===== src/rtl/bist_pkg.sv =====
package bist_pkg;
   typedef enum logic [1:0] {
      SRC_FIFO    = 2'd0,
      SRC_BYP     = 2'd1,
      SRC_CTL     = 2'd2,
      SRC_CTL_ALT = 2'd3
   } src_e;
endpackage


===== src/rtl/bist_char_map.sv =====
module bist_char_map #(
   parameter int DATA_W      = 8,
   parameter int NUM_SPECIAL = 16
) (
   input  logic [DATA_W:0]   state,
   output logic              cmd,
   output logic [DATA_W-1:0] code
);
   localparam logic [DATA_W-1:0] NSPEC_V = DATA_W'(NUM_SPECIAL);
   localparam logic [DATA_W-1:0] VIOL    = DATA_W'(NUM_SPECIAL - 1);
   localparam logic [DATA_W-1:0] ONE     = DATA_W'(1);

   logic [DATA_W-1:0] payload;
   assign payload = state[DATA_W-1:0];

   always_comb begin
      if (state[DATA_W]) begin
         cmd  = 1'b0;
         code = payload;
      end else begin
         cmd = 1'b1;
         if (payload != '0 && payload <= NSPEC_V) code = payload - ONE;
         else                                     code = VIOL;
      end
   end
endmodule


===== src/rtl/bist_lfsr_gen.sv =====
module bist_lfsr_gen
   import bist_pkg::*;
#(
   parameter int DATA_W = 8,
   parameter int TAP_HI = 8,
   parameter int TAP_LO = 4
) (
   input  logic              clk,
   input  logic              rst_n,
   input  logic              test_req,
   input  logic [1:0]        src_sel,
   input  logic              fifo_cmd,
   input  logic [DATA_W-1:0] fifo_data,
   input  logic              byp_cmd,
   input  logic [DATA_W-1:0] byp_data,
   input  logic [DATA_W-1:0] ctl_code,
   output logic [DATA_W:0]   state,
   output logic              mode_q
);
   localparam int              ST_W   = DATA_W + 1;
   localparam int              PERIOD = (1 << ST_W) - 1;
   localparam logic [ST_W-1:0] SEED   = '1;

   if (TAP_HI != ST_W - 1) begin : g_bad_tap_hi
      $error("TAP_HI must be the top state bit");
   end
   if (TAP_LO < 0 || TAP_LO >= TAP_HI) begin : g_bad_tap_lo
      $error("TAP_LO must lie below TAP_HI");
   end

   logic [ST_W-1:0] stepped;
   assign stepped = {state[ST_W-2:0], state[TAP_HI] ^ state[TAP_LO]};

   always_ff @(posedge clk) begin
      if (!rst_n) begin
         state  <= '0;
         mode_q <= 1'b0;
      end else begin
         mode_q <= test_req;
         if (test_req) begin
            state <= mode_q ? stepped : SEED;
         end else begin
            case (src_e'(src_sel))
               SRC_FIFO: state <= {fifo_cmd, fifo_data};
               SRC_BYP:  state <= {byp_cmd, byp_data};
               default:  state <= {1'b1, ctl_code};
            endcase
         end
      end
   end

   // period watch used only by the assertion below
   logic [ST_W-1:0] per_cnt;
   logic            per_seen;
   always_ff @(posedge clk) begin
      if (!rst_n || !mode_q) begin
         per_cnt  <= '0;
         per_seen <= 1'b0;
      end else if (state == SEED) begin
         per_cnt  <= '0;
         per_seen <= 1'b1;
      end else begin
         per_cnt <= per_cnt + 1'b1;
      end
   end


   seed_on_entry_chk: assert property (@(posedge clk) disable iff (!rst_n)
      $rose(mode_q) |-> state == SEED);

   never_zero_chk: assert property (@(posedge clk) disable iff (!rst_n)
      mode_q |-> state != '0);

   period_chk: assert property (@(posedge clk) disable iff (!rst_n)
      (mode_q && per_seen && state == SEED) |-> per_cnt == ST_W'(PERIOD - 1));

   bypass_load_chk: assert property (@(posedge clk) disable iff (!rst_n)
      (!test_req && src_sel == 2'd1) |=> state == {$past(byp_cmd), $past(byp_data)});
endmodule


===== src/rtl/bist_checker.sv =====
module bist_checker #(
   parameter int DATA_W      = 8,
   parameter int NUM_SPECIAL = 16,
   parameter int ERR_W       = 16,
   parameter int TAP_HI      = 8,
   parameter int TAP_LO      = 4
) (
   input  logic              clk,
   input  logic              rst_n,
   input  logic              test_req,
   input  logic              rx_valid,
   input  logic              rx_cmd,
   input  logic [DATA_W-1:0] rx_data,
   output logic [ERR_W-1:0]  err_count,
   output logic              locked
);
   localparam int               ST_W    = DATA_W + 1;
   localparam logic [ST_W-1:0]  SEED    = '1;
   localparam logic [ERR_W-1:0] ERR_MAX = '1;

   logic [ST_W-1:0]   exp_st;
   logic              mode_q;
   logic              exp_cmd;
   logic [DATA_W-1:0] exp_code;

   bist_char_map #(.DATA_W(DATA_W), .NUM_SPECIAL(NUM_SPECIAL)) u_map (
      .state(exp_st), .cmd(exp_cmd), .code(exp_code));

   function automatic logic [ST_W-1:0] adv(input logic [ST_W-1:0] s);
      return {s[ST_W-2:0], s[TAP_HI] ^ s[TAP_LO]};
   endfunction

   logic is_start, mismatch;
   assign is_start = !rx_cmd && rx_data == '1;
   assign mismatch = {rx_cmd, rx_data} != {exp_cmd, exp_code};

   always_ff @(posedge clk) begin
      if (!rst_n) begin
         exp_st    <= '0;
         mode_q    <= 1'b0;
         locked    <= 1'b0;
         err_count <= '0;
      end else begin
         mode_q <= test_req;
         if (!test_req) begin
            locked <= 1'b0;
         end else if (!mode_q) begin
            locked    <= 1'b0;
            err_count <= '0;
         end else if (rx_valid) begin
            if (is_start) begin
               exp_st <= adv(SEED);
               locked <= 1'b1;
            end else if (locked) begin
               exp_st <= adv(exp_st);
               if (mismatch && err_count != ERR_MAX) err_count <= err_count + 1'b1;
            end
         end
      end
   end


   err_monotone_chk: assert property (@(posedge clk) disable iff (!rst_n)
      (mode_q && test_req) |=> err_count >= $past(err_count));

   err_saturate_chk: assert property (@(posedge clk) disable iff (!rst_n)
      (mode_q && test_req && err_count == ERR_MAX) |=> err_count == ERR_MAX);

   no_count_unlocked_chk: assert property (@(posedge clk) disable iff (!rst_n)
      (mode_q && test_req && !locked) |=> $stable(err_count));

   err_clear_entry_chk: assert property (@(posedge clk) disable iff (!rst_n)
      (test_req && !mode_q) |=> (err_count == '0 && !locked));
endmodule


===== src/rtl/bist_pattern_engine.sv =====
module bist_pattern_engine #(
   parameter int DATA_W      = 8,
   parameter int NUM_SPECIAL = 16,
   parameter int ERR_W       = 16,
   parameter int TAP_HI      = 8,
   parameter int TAP_LO      = 4,
   parameter bit CHECKER_EN  = 1'b1
) (
   input  logic              clk,
   input  logic              rst_n,
   input  logic              bist_en_n,
   input  logic [1:0]        src_sel,
   input  logic              fifo_cmd,
   input  logic [DATA_W-1:0] fifo_data,
   input  logic              byp_cmd,
   input  logic [DATA_W-1:0] byp_data,
   input  logic [DATA_W-1:0] ctl_code,
   output logic              tx_cmd,
   output logic [DATA_W-1:0] tx_data,
   output logic              test_active,
   output logic              seq_start,
   input  logic              rx_valid,
   input  logic              rx_cmd,
   input  logic [DATA_W-1:0] rx_data,
   output logic [ERR_W-1:0]  err_count,
   output logic              chk_locked
);
   localparam int                ST_W = DATA_W + 1;
   localparam logic [DATA_W-1:0] VIOL = DATA_W'(NUM_SPECIAL - 1);

   if (NUM_SPECIAL < 2 || NUM_SPECIAL > (1 << DATA_W) - 1) begin : g_bad_nspec
      $error("NUM_SPECIAL out of range for DATA_W");
   end
   if (ERR_W < 1) begin : g_bad_errw
      $error("ERR_W must be positive");
   end

   logic              test_req, mode_q, map_cmd;
   logic [ST_W-1:0]   state;
   logic [DATA_W-1:0] map_code;

   assign test_req = !bist_en_n;

   bist_lfsr_gen #(.DATA_W(DATA_W), .TAP_HI(TAP_HI), .TAP_LO(TAP_LO)) u_gen (
      .clk(clk), .rst_n(rst_n), .test_req(test_req), .src_sel(src_sel),
      .fifo_cmd(fifo_cmd), .fifo_data(fifo_data),
      .byp_cmd(byp_cmd), .byp_data(byp_data), .ctl_code(ctl_code),
      .state(state), .mode_q(mode_q));

   bist_char_map #(.DATA_W(DATA_W), .NUM_SPECIAL(NUM_SPECIAL)) u_txmap (
      .state(state), .cmd(map_cmd), .code(map_code));

   assign tx_cmd      = mode_q ? map_cmd  : state[DATA_W];
   assign tx_data     = mode_q ? map_code : state[DATA_W-1:0];
   assign test_active = mode_q;
   assign seq_start   = mode_q && state == '1;

   if (CHECKER_EN) begin : g_chk
      bist_checker #(.DATA_W(DATA_W), .NUM_SPECIAL(NUM_SPECIAL), .ERR_W(ERR_W),
                     .TAP_HI(TAP_HI), .TAP_LO(TAP_LO)) u_chk (
         .clk(clk), .rst_n(rst_n), .test_req(test_req), .rx_valid(rx_valid),
         .rx_cmd(rx_cmd), .rx_data(rx_data),
         .err_count(err_count), .locked(chk_locked));
   end else begin : g_nochk
      assign err_count  = '0;
      assign chk_locked = 1'b0;
   end


   cmd_code_range_chk: assert property (@(posedge clk) disable iff (!rst_n)
      (test_active && tx_cmd) |-> tx_data <= VIOL);

   start_single_chk: assert property (@(posedge clk) disable iff (!rst_n)
      seq_start |=> !seq_start);

   leave_test_chk: assert property (@(posedge clk) disable iff (!rst_n)
      bist_en_n |=> !test_active);
endmodule


===== config.mk =====
export PLATFORM = sky130hd
export DESIGN_NAME = bist_pattern_engine
export DESIGN_NICKNAME = d
export VERILOG_FILES = /design/src/rtl/bist_pkg.sv /design/src/rtl/bist_char_map.sv /design/src/rtl/bist_lfsr_gen.sv /design/src/rtl/bist_checker.sv /design/src/rtl/bist_pattern_engine.sv
export SDC_FILE = /design/constraint.sdc
export NUM_CORES = 1
export LEC_CHECK = 0
export ABC_AREA = 1
export CORE_MARGIN = 4
export CORE_UTILIZATION = 41
export CTS_CLUSTER_SIZE = 12
export DETAILED_ROUTE_END_ITERATION = 10
export DONT_BUFFER_PORTS = 1
export HOLD_SLACK_MARGIN = 0.15
export PLACE_DENSITY = 0.62
export SKIP_LAST_GASP = 1
export SLEW_MARGIN = 20
export SYNTH_ARGS = -nofsm -noshare
export SYNTH_HDL_FRONTEND = slang
export SYNTH_SLANG_ARGS = --single-unit

===== constraint.sdc =====
create_clock -name clk -period 4 [get_ports clk]
set_input_delay 0.2 -clock clk [delete_from_list [all_inputs] [get_ports clk]]
set_output_delay 0.2 -clock clk [all_outputs]
set_load 0.01 [all_outputs]

==> Yosys cells after proc, flatten, opt, wreduce, memory -nomap -nowiden <==
Index checks and enable logic that the tools add are counted.
{ "word_totals": {"ff_bits": 36, "output_inout_bits": 28, "elab_cells": 57} }
{ "classes": {"add_sub_neg": 3, "magnitude_cmp": 2, "n_eq_ne": 9, "mux": 18, "bitwise_logic": 5, "reduce_logical": 15} }
{ "op_table": {"columns": ["cell", "n"], "rows": [
  ["2-to-1 mux 16 bit", 5],
  ["2-to-1 mux 8 bit", 5],
  ["2-to-1 mux 9 bit", 4],
  ["one-hot mux 9 bit (2 select lines)", 1],
  ["adder 16 x 1 -> 16 bit, second input constant", 1],
  ["<= comparator 8 x 5 -> 1 bit, second input constant", 2],
  ["!= test 16 bit, second input constant", 1],
  ["nonzero test 8 bit", 2],
  ["subtractor 8 x 1 -> 8 bit, second input constant", 2],
  ["== test 9 bit, second input constant", 1],
  ["!= test 9 bit", 1],
  ["== test 8 bit, second input constant", 1],
  ["!= test 2 bit, second input constant", 3],
  ["logical AND 1 bit", 5],
  ["AND reduction 5 bit", 1],
  ["AND reduction 4 bit", 1],
  ["2-to-1 mux 1 bit", 3],
  ["inverter 1 bit", 3],
  ["OR reduction 3 bit", 1],
  ["== test 2 x 1 -> 1 bit, second input constant", 1],
  ["zero test 1 bit", 2],
  ["zero test 2 bit", 1],
  ["!= test 2 x 1 -> 1 bit, second input constant", 1],
  ["AND reduction 2 bit", 1],
  ["2 further kinds", 3]
]} }

==> Logic depth before layout (Yosys ltp) <==
Gate-level depths: netlist of run 1.
{ "logic_depth": {"depth_word": 11, "mapped_depth": 18} }

==> Cells and area by module <==
Synthesis of run 1 repeated with hierarchy kept, for this count alone.
{ "hier_totals": {"cells_unflattened": 489, "hier_area_um2": 2979.1} }
{ "modules_own_cells": {"columns": ["mod", "n_inst", "cells_each", "area_each_um2"], "rows": [
  ["bist_checker", 1, 277, 1749.2],
  ["bist_lfsr_gen", 1, 96, 605.6],
  ["bist_char_map", 2, 39, 222.7],
  ["bist_pattern_engine", 1, 38, 178.9]
]} }

==> Least setup slack after synthesis of run 1 <==
Ideal clock, no wire load.
{ "synth_timing": {"kind": "reg-to-reg", "startpoint": "reg g_chk.u_chk.exp_st[0]", "endpoint": "reg g_chk.u_chk.err_count[5]", "t_arrival_ns": 1.881, "t_required_ns": 3.872, "path_slack_ns": 1.990, "stages_incl_launch_ff": 17, "path_buffers": 1, "cell_sequence": "dfxtp_1 > inv_1 > ha_1 > inv_1 > nor2_1 > nand2_1 > xor2_1 > nand2_1 > nand2_1 > nand2_1 > nor2_1 > nand3_2 > o21bai_4 > nand2_2 > buf_6 > nand2_1 > a21oi_1"} }
{ "synth_between": {"elab_chain_len": 8} }
{ "synth_rtl": {"columns": ["element", "line_no", "source"], "rows": [
  ["from (decl)", "bist_checker.sv:21", "logic [ST_W-1:0] exp_st;"],
  ["from (signal assigned)", "bist_checker.sv:52", "exp_st <= adv(SEED);"],
  ["from (signal assigned)", "bist_checker.sv:55", "exp_st <= adv(exp_st);"],
  ["<= comparator 8 x 5 -> 1 bit or nonzero test 8 bit (tied branches)", "bist_char_map.sv:22", "if (payload != '0 && payload <= NSPEC_V) code = payload - ONE;"],
  ["logical AND 1 bit", "bist_char_map.sv:22", null],
  ["2-to-1 mux 8 bit", "bist_char_map.sv:22", null],
  ["2-to-1 mux 8 bit *", "bist_char_map.sv:17", "if (state[DATA_W]) begin"],
  ["!= test 9 bit *", "bist_checker.sv:35", "assign mismatch = {rx_cmd, rx_data} != {exp_cmd, exp_code};"],
  ["logical AND 1 bit *", "bist_checker.sv:56", "if (mismatch && err_count != ERR_MAX) err_count <= err_count + 1'b1;"],
  ["!= test 2 bit (no source line) *", null, null],
  ["AND reduction 5 bit (no source line) *", null, null],
  ["to (signal assigned)", "bist_checker.sv:56", null],
  ["to (decl)", "bist_checker.sv:14", "output logic [ERR_W-1:0] err_count,"]
]} }
Mark *: on every way between the ends. The rest lies on a longest branch, timed or not.
A chain may end at the register's enable or synchronous reset.

==> impl_metrics.json, run 1 <==
{
  "outcome": "finished, final reports clean",
  "place.gp.congestion": 0.930,
  "multi_input_area_um2": 1570,
  "cp-start-kind": "flip-flop",
  "cts_resized": 0,
  "num_antenna_cells": 0,
  "holdPathStages": 2,
  "min_path_type": "in -> reg",
  "critPathBufInv": 3,
  "ys_seq_area_share_pct": 28.3,
  "drtPass1Iterations": 4,
  "synth.distinct_cells": 36,
  "drc": 0,
  "place_ws_ns": 1.52,
  "antenna_found_initial": 0,
  "path_delay_family": "simple AND/OR/NAND/NOR gates",
  "p_per_area_nw_per_um2": 271,
  "synth_area_per_cell_um2": 6.32,
  "synth_top_area_share_pct": 28.3,
  "drive_above_1_share_pct": 4.71,
  "synth_seq_cells": 36,
  "clkPwrFrac_pct": 36.8,
  "yosys.area.top_type": "dfxtp_1",
  "worst_slack_ns": 1.19,
  "arrival_ns": 2.61,
  "placed_cell_area_um2": 2560,
  "fin_tns_setup_ns": 0,
  "place_inst": 466,
  "rsz0062_at_grt": "false",
  "drt_iter0_drc": 100,
  "core_area_um2": 5990,
  "wl_um": 6330,
  "dp_hpwl_um": 4860,
  "clockBufferDepth": 2,
  "fmax_ghz": 0.356,
  "die-area_um2": 7540,
  "r2r_start": "g_chk.u_chk.exp_st[0]$_SDFFE_PN0P_",
  "syn_area_um2": 2550,
  "synth_common_cells": "nand2_1, inv_1, nand3_1",
  "grt_start_max_net_pins": 21,
  "n_fill_cell": 648,
  "maxCapViolations": 0,
  "crit_path_frequent_cell": "inv_1",
  "fp.dieW_um": 86.8,
  "ir_worst_vdd_uv": 177,
  "pin_count": 69,
  "hold_viol_final": 0,
  "clkSinkCount": 36,
  "grt_pass1_wl_um": 10700,
  "holdWs_ns": 0.174,
  "setup_viol": 0,
  "async_reset_ff_share_pct": 0,
  "leakage_nw": 1.16,
  "die-height_um": 86.8,
  "netlist_instances": 403,
  "slowest_delay_ns": 0.52,
  "port_buffers": 0,
  "cp.required_ns": 3.80,
  "htreeDepth": 2,
  "grt-ovfl-total": 0,
  "fin_crit_sh_pct": 70.3,
  "p_sw_uw": 198,
  "synth_edf_count": 0,
  "r2r_setup_slack_ns": 1.53,
  "cts_hold_buf": 4,
  "cts_tree": "done",
  "worstReg2RegEnd": "g_chk.u_chk.err_count[12]$_SDFFE_PN0P_",
  "synth.area.top_cells": "dfxtp_1, nand2_1, nand3_1, inv_1, xor2_1",
  "drv_slew": 0,
  "tightestPinTransition_ns": 0.638,
  "area_growth_pct": 5.84,
  "layout.nets": 448,
  "pwr-share-comb_pct": 11.4,
  "maxSlewHeadroom_pct": 57.5,
  "cpMaxStageDelayCell": "dfxtp_1",
  "seq_area_um2": 721,
  "grt_pass1_vias": 2348,
  "start_util_pct": 42.5,
  "path_cells": "inv_1 -> nor2_1 -> inv_1 -> nor4_1 -> nand2_1 -> nor3_1 -> o21ai_0 -> inv_1",
  "vias": 2495,
  "syn_nets": 449,
  "wl_per_cell_um": 13.2,
  "setup.worst_path.class": "reg -> out",
  "postLayoutCoreUtil_pct": 45.0,
  "seqPwrFrac_pct": 51.8,
  "rows": 28,
  "sw_frac_of_total_pct": 27.1,
  "synth_ff_type": "dfxtp_1",
  "synth.most_common_cell": "nand2_1",
  "ant_nets": 0,
  "fin_cells": 478,
  "power_uw": 731,
  "reg2reg_depth": 12,
  "ys_warn_count": 0,
  "holdPathEnd": "g_chk.u_chk.locked$_SDFFE_PP0P_",
  "path_max_fanout": 20,
  "hp-start": "rx_data[6]",
  "cts_setup_buffers": 0,
  "fin_area_um2": 2700,
  "period_minus_slack_ns": 2.81,
  "cts-root-buf": "clkbuf_8",
  "setup.worst_path.end_class": "output port",
  "clk_latency_ns": 0.29,
  "clk_pin_slew_ns": 0.07,
  "via_per_inst": 5.22,
  "fin_worst_skew_ns": 0.00641,
  "grtUsageTotal_pct": 17.5,
  "internal_power_uw": 533,
  "numCtsBuffers": 5
}
==> area by class of cell <==
class	instances	share of cell area [%]
clock inverters	2	0.371
repair buffers	4	1.48
multi-input cells	306	58.1
clock buffers	6	3.06
inverters	49	6.82
flip-flops and latches	36	26.7
well taps	75	3.48
==> routing by layer <==
| metal | up-vias | global-route usage [%] | wire length, µm |
|---|---|---|---|
| met2 | 67 | 27.3 | 2760 |
| met1 | 1107 | 23.5 | 2960 |
| met5 | - | 0 | 0 |
| met3 | 10 | 3.90 | 505 |
| li1 | 1311 | - | - |
| met4 | 0 | 6.52 | 112 |
==> cells in the final DEF (no fill, tap or decap), types with 7 or more instances in the layout <==
master and n:
nor2_1 39, nand3_1 41, a21oi_1 28, xor2_1 18, o21ai_0 15, nand2_1 111, nor3_1 10, inv_1 47
o221ai_1 7, dfxtp_1 36
==> kinds of logic (layout without fill, tap and decap cells) <==
family	count (synthesis)	count (layout)	share of synthesized area, %
xor+xnor	20	20	6.87
flops	36	36	28.3
buf+inv	61	61	10.3
simple gates	221	221	37.6
fa+ha+maj	5	5	2.45
compound gates	60	60	14.5
==> how the worst max path moves through the flow <==
stage          cells past startpoint                               start  slack, ns                                     end
6_report                           8       g_chk.u_chk.mode_q$_SDFF_PN0_       1.19                              tx_data[7]
5_1_grt                            8       g_chk.u_chk.mode_q$_SDFF_PN0_       0.84                              tx_data[7]
4_1_cts                            8       g_chk.u_chk.mode_q$_SDFF_PN0_       1.18                              tx_data[7]
3_5_place_dp                      12  g_chk.u_chk.exp_st[0]$_SDFFE_PN0P_       1.52   g_chk.u_chk.err_count[5]$_SDFFE_PN0P_
3_3_place_gp                      12  g_chk.u_chk.exp_st[0]$_SDFFE_PN0P_       1.56  g_chk.u_chk.err_count[12]$_SDFFE_PN0P_
2_1_floorplan                     16  g_chk.u_chk.exp_st[0]$_SDFFE_PN0P_       1.99   g_chk.u_chk.err_count[5]$_SDFFE_PN0P_
==> flip-flops by register name, indices dropped and copies added, names as in the netlist <==
| signal | flops |
|---|---|
| g_chk.u_chk.err_count | 16 |
| g_chk.u_chk.exp_st | 9 |
| g_chk.u_chk.locked | 1 |
| g_chk.u_chk.mode_q | 1 |
| u_gen.state | 9 |
==> power by group through the flow <==
stage	clock [mW]	combinational (mW)	sequential, mW
after floorplan	0	0.0701	0.383
after global placement	0	0.0775	0.387
after detailed placement	0	0.0789	0.387
after CTS	0.280	0.0846	0.378
after global routing	0.292	0.0960	0.380
final	0.269	0.0834	0.378
(Power assumes the default switching activity.)
==> run 2: changes to the inputs <==
Settings changed: ABC_AREA 1 to 0.
Clock period 4 ns to 2.65 ns, I/O delays scaled along.
==> run 2 against run 1 <==
Cell area is 11% higher; sequential power grew 50%; area after synthesis down 2.0%; via count down 2.4%; count of clock-buffer cells in the layout stayed put; final cell count decreased by 11%; routed wire length increased by 3.2%; highest routed layer unchanged; largest power group unchanged; die area fell by 1.8%; worst setup slack worse by 1.1 ns; global-route usage is 0.66 points higher; clock power is 80% higher; clock skew grew 0.0011 ns.
==> impl_metrics.json, run 2 <==
{
  "path_max_fanout": 26,
  "sw_frac_of_total_pct": 24.6,
  "ys_warn_count": 0,
  "numCtsBuffers": 5,
  "grt_start_max_net_pins": 27,
  "synth_seq_cells": 36,
  "antenna_found_initial": 0,
  "regMostFlops": "g_chk.u_chk.err_count",
  "vias": 2435,
  "mostFrequentLayoutCells": "dfxtp_1, a21oi_1, nand2_1, nor2_1, buf_4",
  "clkSinkCount": 36,
  "die-area_um2": 7400,
  "grt_pass1_vias": 2369,
  "cts-root-buf": "clkbuf_8",
  "seqPwrFrac_pct": 47.7,
  "grt_pass1_wl_um": 11000,
  "layout_commonest_cell": "dfxtp_1",
  "cts_tree": "done",
  "drt_iter0_drc": 135,
  "ir_worst_vdd_uv": 285,
  "fmax_ghz": 0.385,
  "synth_ff_type": "dfxtp_1",
  "postLayoutCoreUtil_pct": 50.6,
  "tightestPinTransition_ns": 0.715,
  "drtPass1Iterations": 4,
  "wl_per_cell_um": 15.4,
  "pwr-share-comb_pct": 11.7,
  "grtUsageMet1_pct": 21.6,
  "maxSlewHeadroom_pct": 52.2,
  "reg2reg_depth": 11,
  "synth.most_common_cell": "dfxtp_1",
  "grtUsageMet3_pct": 5.48,
  "p_per_area_nw_per_um2": 397,
  "arrival_ns": 2.83,
  "setup.worst_path.class": "reg -> reg",
  "fin_cells": 424,
  "top_usage_layer": "met2",
  "n_fill_cell": 567,
  "syn_nets": 369,
  "drv_slew": 0,
  "fin_area_um2": 2990,
  "place.gp.congestion": 0.808,
  "fin_crit_sh_pct": 98.1,
  "min_path_type": "in -> reg",
  "start_util_pct": 42.2,
  "syn_area_um2": 2500,
  "wl_um": 6540,
  "synth_edf_count": 0,
  "p_sw_uw": 293,
  "rsz0062_at_grt": "true",
  "clkPwrFrac_pct": 40.6,
  "maxCapViolations": 0,
  "core_area_um2": 5920,
  "grtUsageTotal_pct": 18.2,
  "synth.distinct_cells": 52,
  "holdPathStages": 3,
  "fp.dieW_um": 86.0,
  "hold_viol_final": 0,
  "grt-ovfl-total": 0,
  "yosys.area.top_type": "dfxtp_1",
  "pin_count": 69,
  "leakage_nw": 1.26,
  "synth_common_cells": "dfxtp_1, a21oi_1, nand2_1, nor2_1, o21ai_0",
  "ant_nets": 0,
  "synth_top_area_share_pct": 28.9,
  "clockBufferDepth": 2,
  "port_buffers": 0,
  "drc": 0,
  "num_antenna_cells": 0,
  "cp-start-kind": "flip-flop",
  "placed_cell_area_um2": 2670,
  "synth.area.top_cells": "dfxtp_1, a21oi_1, nand2_1, nor2_1, mux2i_1",
  "via_per_inst": 5.74,
  "dp_hpwl_um": 4780,
  "async_reset_ff_share_pct": 0,
  "rows": 28,
  "area_growth_pct": 19.9,
  "clk_latency_ns": 0.29,
  "fin_tns_setup_ns": 0,
  "cp.required_ns": 2.88,
  "internal_power_uw": 896,
  "largest_register_ff_count": 16,
  "period_minus_slack_ns": 2.60,
  "clk_pin_slew_ns": 0.08,
  "drive_above_1_share_pct": 14.3,
  "htreeDepth": 2,
  "use_met2_pct": 29.9,
  "setup.worst_path.end_class": "flip-flop",
  "fin_worst_skew_ns": 0.00746,
  "synth_area_per_cell_um2": 7.73,
  "place_inst": 400,
  "netlist_instances": 323,
  "layout.nets": 394,
  "setup_viol": 0,
  "ys_seq_area_share_pct": 28.9,
  "outcome": "finished, final reports clean",
  "top_regs": "g_chk.u_chk.err_count x16, g_chk.u_chk.exp_st x9, u_gen.state x9",
  "die-height_um": 86.0
}
## run 2: final timing paths
path / from / end / slack (ns)
worst max register to register: g_chk.u_chk.exp_st[0]$_SDFFE_PN0P_ / g_chk.u_chk.err_count[10]$_SDFFE_PN0P_ / 0.05
worst min-delay path: src_sel[1] / u_gen.state[0]$_SDFF_PN0_ / 0.17
worst min register to register: g_chk.u_chk.err_count[12]$_SDFFE_PN0P_ / g_chk.u_chk.err_count[12]$_SDFFE_PN0P_ / 0.55
worst max-delay path: g_chk.u_chk.exp_st[0]$_SDFFE_PN0P_ / g_chk.u_chk.err_count[10]$_SDFFE_PN0P_ / 0.05
## run 2: area by class of cell
class                      count  area, µm²  area share, %
sequential                    36        723           24.2
timing repair buffer          38        339           11.3
clock inverter                 2       35.0           1.17
tap                           75       93.8           3.13
multi-input combinational    262       1710           57.2
inverter                       5       18.8          0.627
clock buffer                   6       72.6           2.42
## run 2: cells by family (layout without fill, tap and decap cells)
group / Yosys count / count (layout) / synth area share, %
AO/OA/AOI/OAI: 92 / 92 / 23.9
XOR/XNOR: 14 / 14 / 4.91
adder cells (fa/ha/maj): 5 / 5 / 2.51
buffers and inverters: 25 / 51 / 4.66
flip-flops: 36 / 36 / 28.9
multiplexers: 10 / 10 / 4.01
AND/OR/NAND/NOR: 141 / 141 / 31.1
## run 2: stage by stage
stage | hold slack, ns | power, mW | worst slack (ns)
floorplan | 0.204 | 0.678 | 0.111
global placement | 0.207 | 0.689 | 0.0507
detailed placement | 0.209 | 0.690 | -0.0367
CTS | 0.154 | 1.20 | 0.00534
global route | 0.183 | 1.24 | -0.0980
finish | 0.173 | 1.19 | 0.0508
## run 2: power by group through the flow
stage	logic [mW]	clock network [mW]	registers, mW
floorplan	0.101	0	0.576
global placement	0.109	0	0.580
detailed placement	0.110	0	0.580
CTS	0.138	0.494	0.567
global route	0.153	0.515	0.570
finish	0.139	0.483	0.567
## run 2: routing by layer
layer | vias to the layer above | part of all wire [%]
met5 | - | 0
met4 | 0 | 3.6
met3 | 24 | 5.6
met2 | 64 | 48
met1 | 1120 | 43
li1 | 1227 | -
## run 2: critical path, stage by stage (launching register included)
cell	delay, ns
dfxtp_2	0.33
inv_2	0.05
ha_1	0.23
or3b_1	0.34
or4_1	0.42
a21oi_2	0.15
a2111oi_2	0.05
nand4_2	0.16
nor2_4	0.06
buf_12	0.15
or4_4	0.48
a21oi_2	0.12
## run 2: what timing repair did
item / 4_1_cts / 5_1_grt
setup buffers: 1 / 0
hold endpoints to repair: 22 / 0
gates resized for setup: 5 / 9
setup endpoints to repair: 4 / 16
pin swaps: 6 / 10
hold buffers: 15 / 0
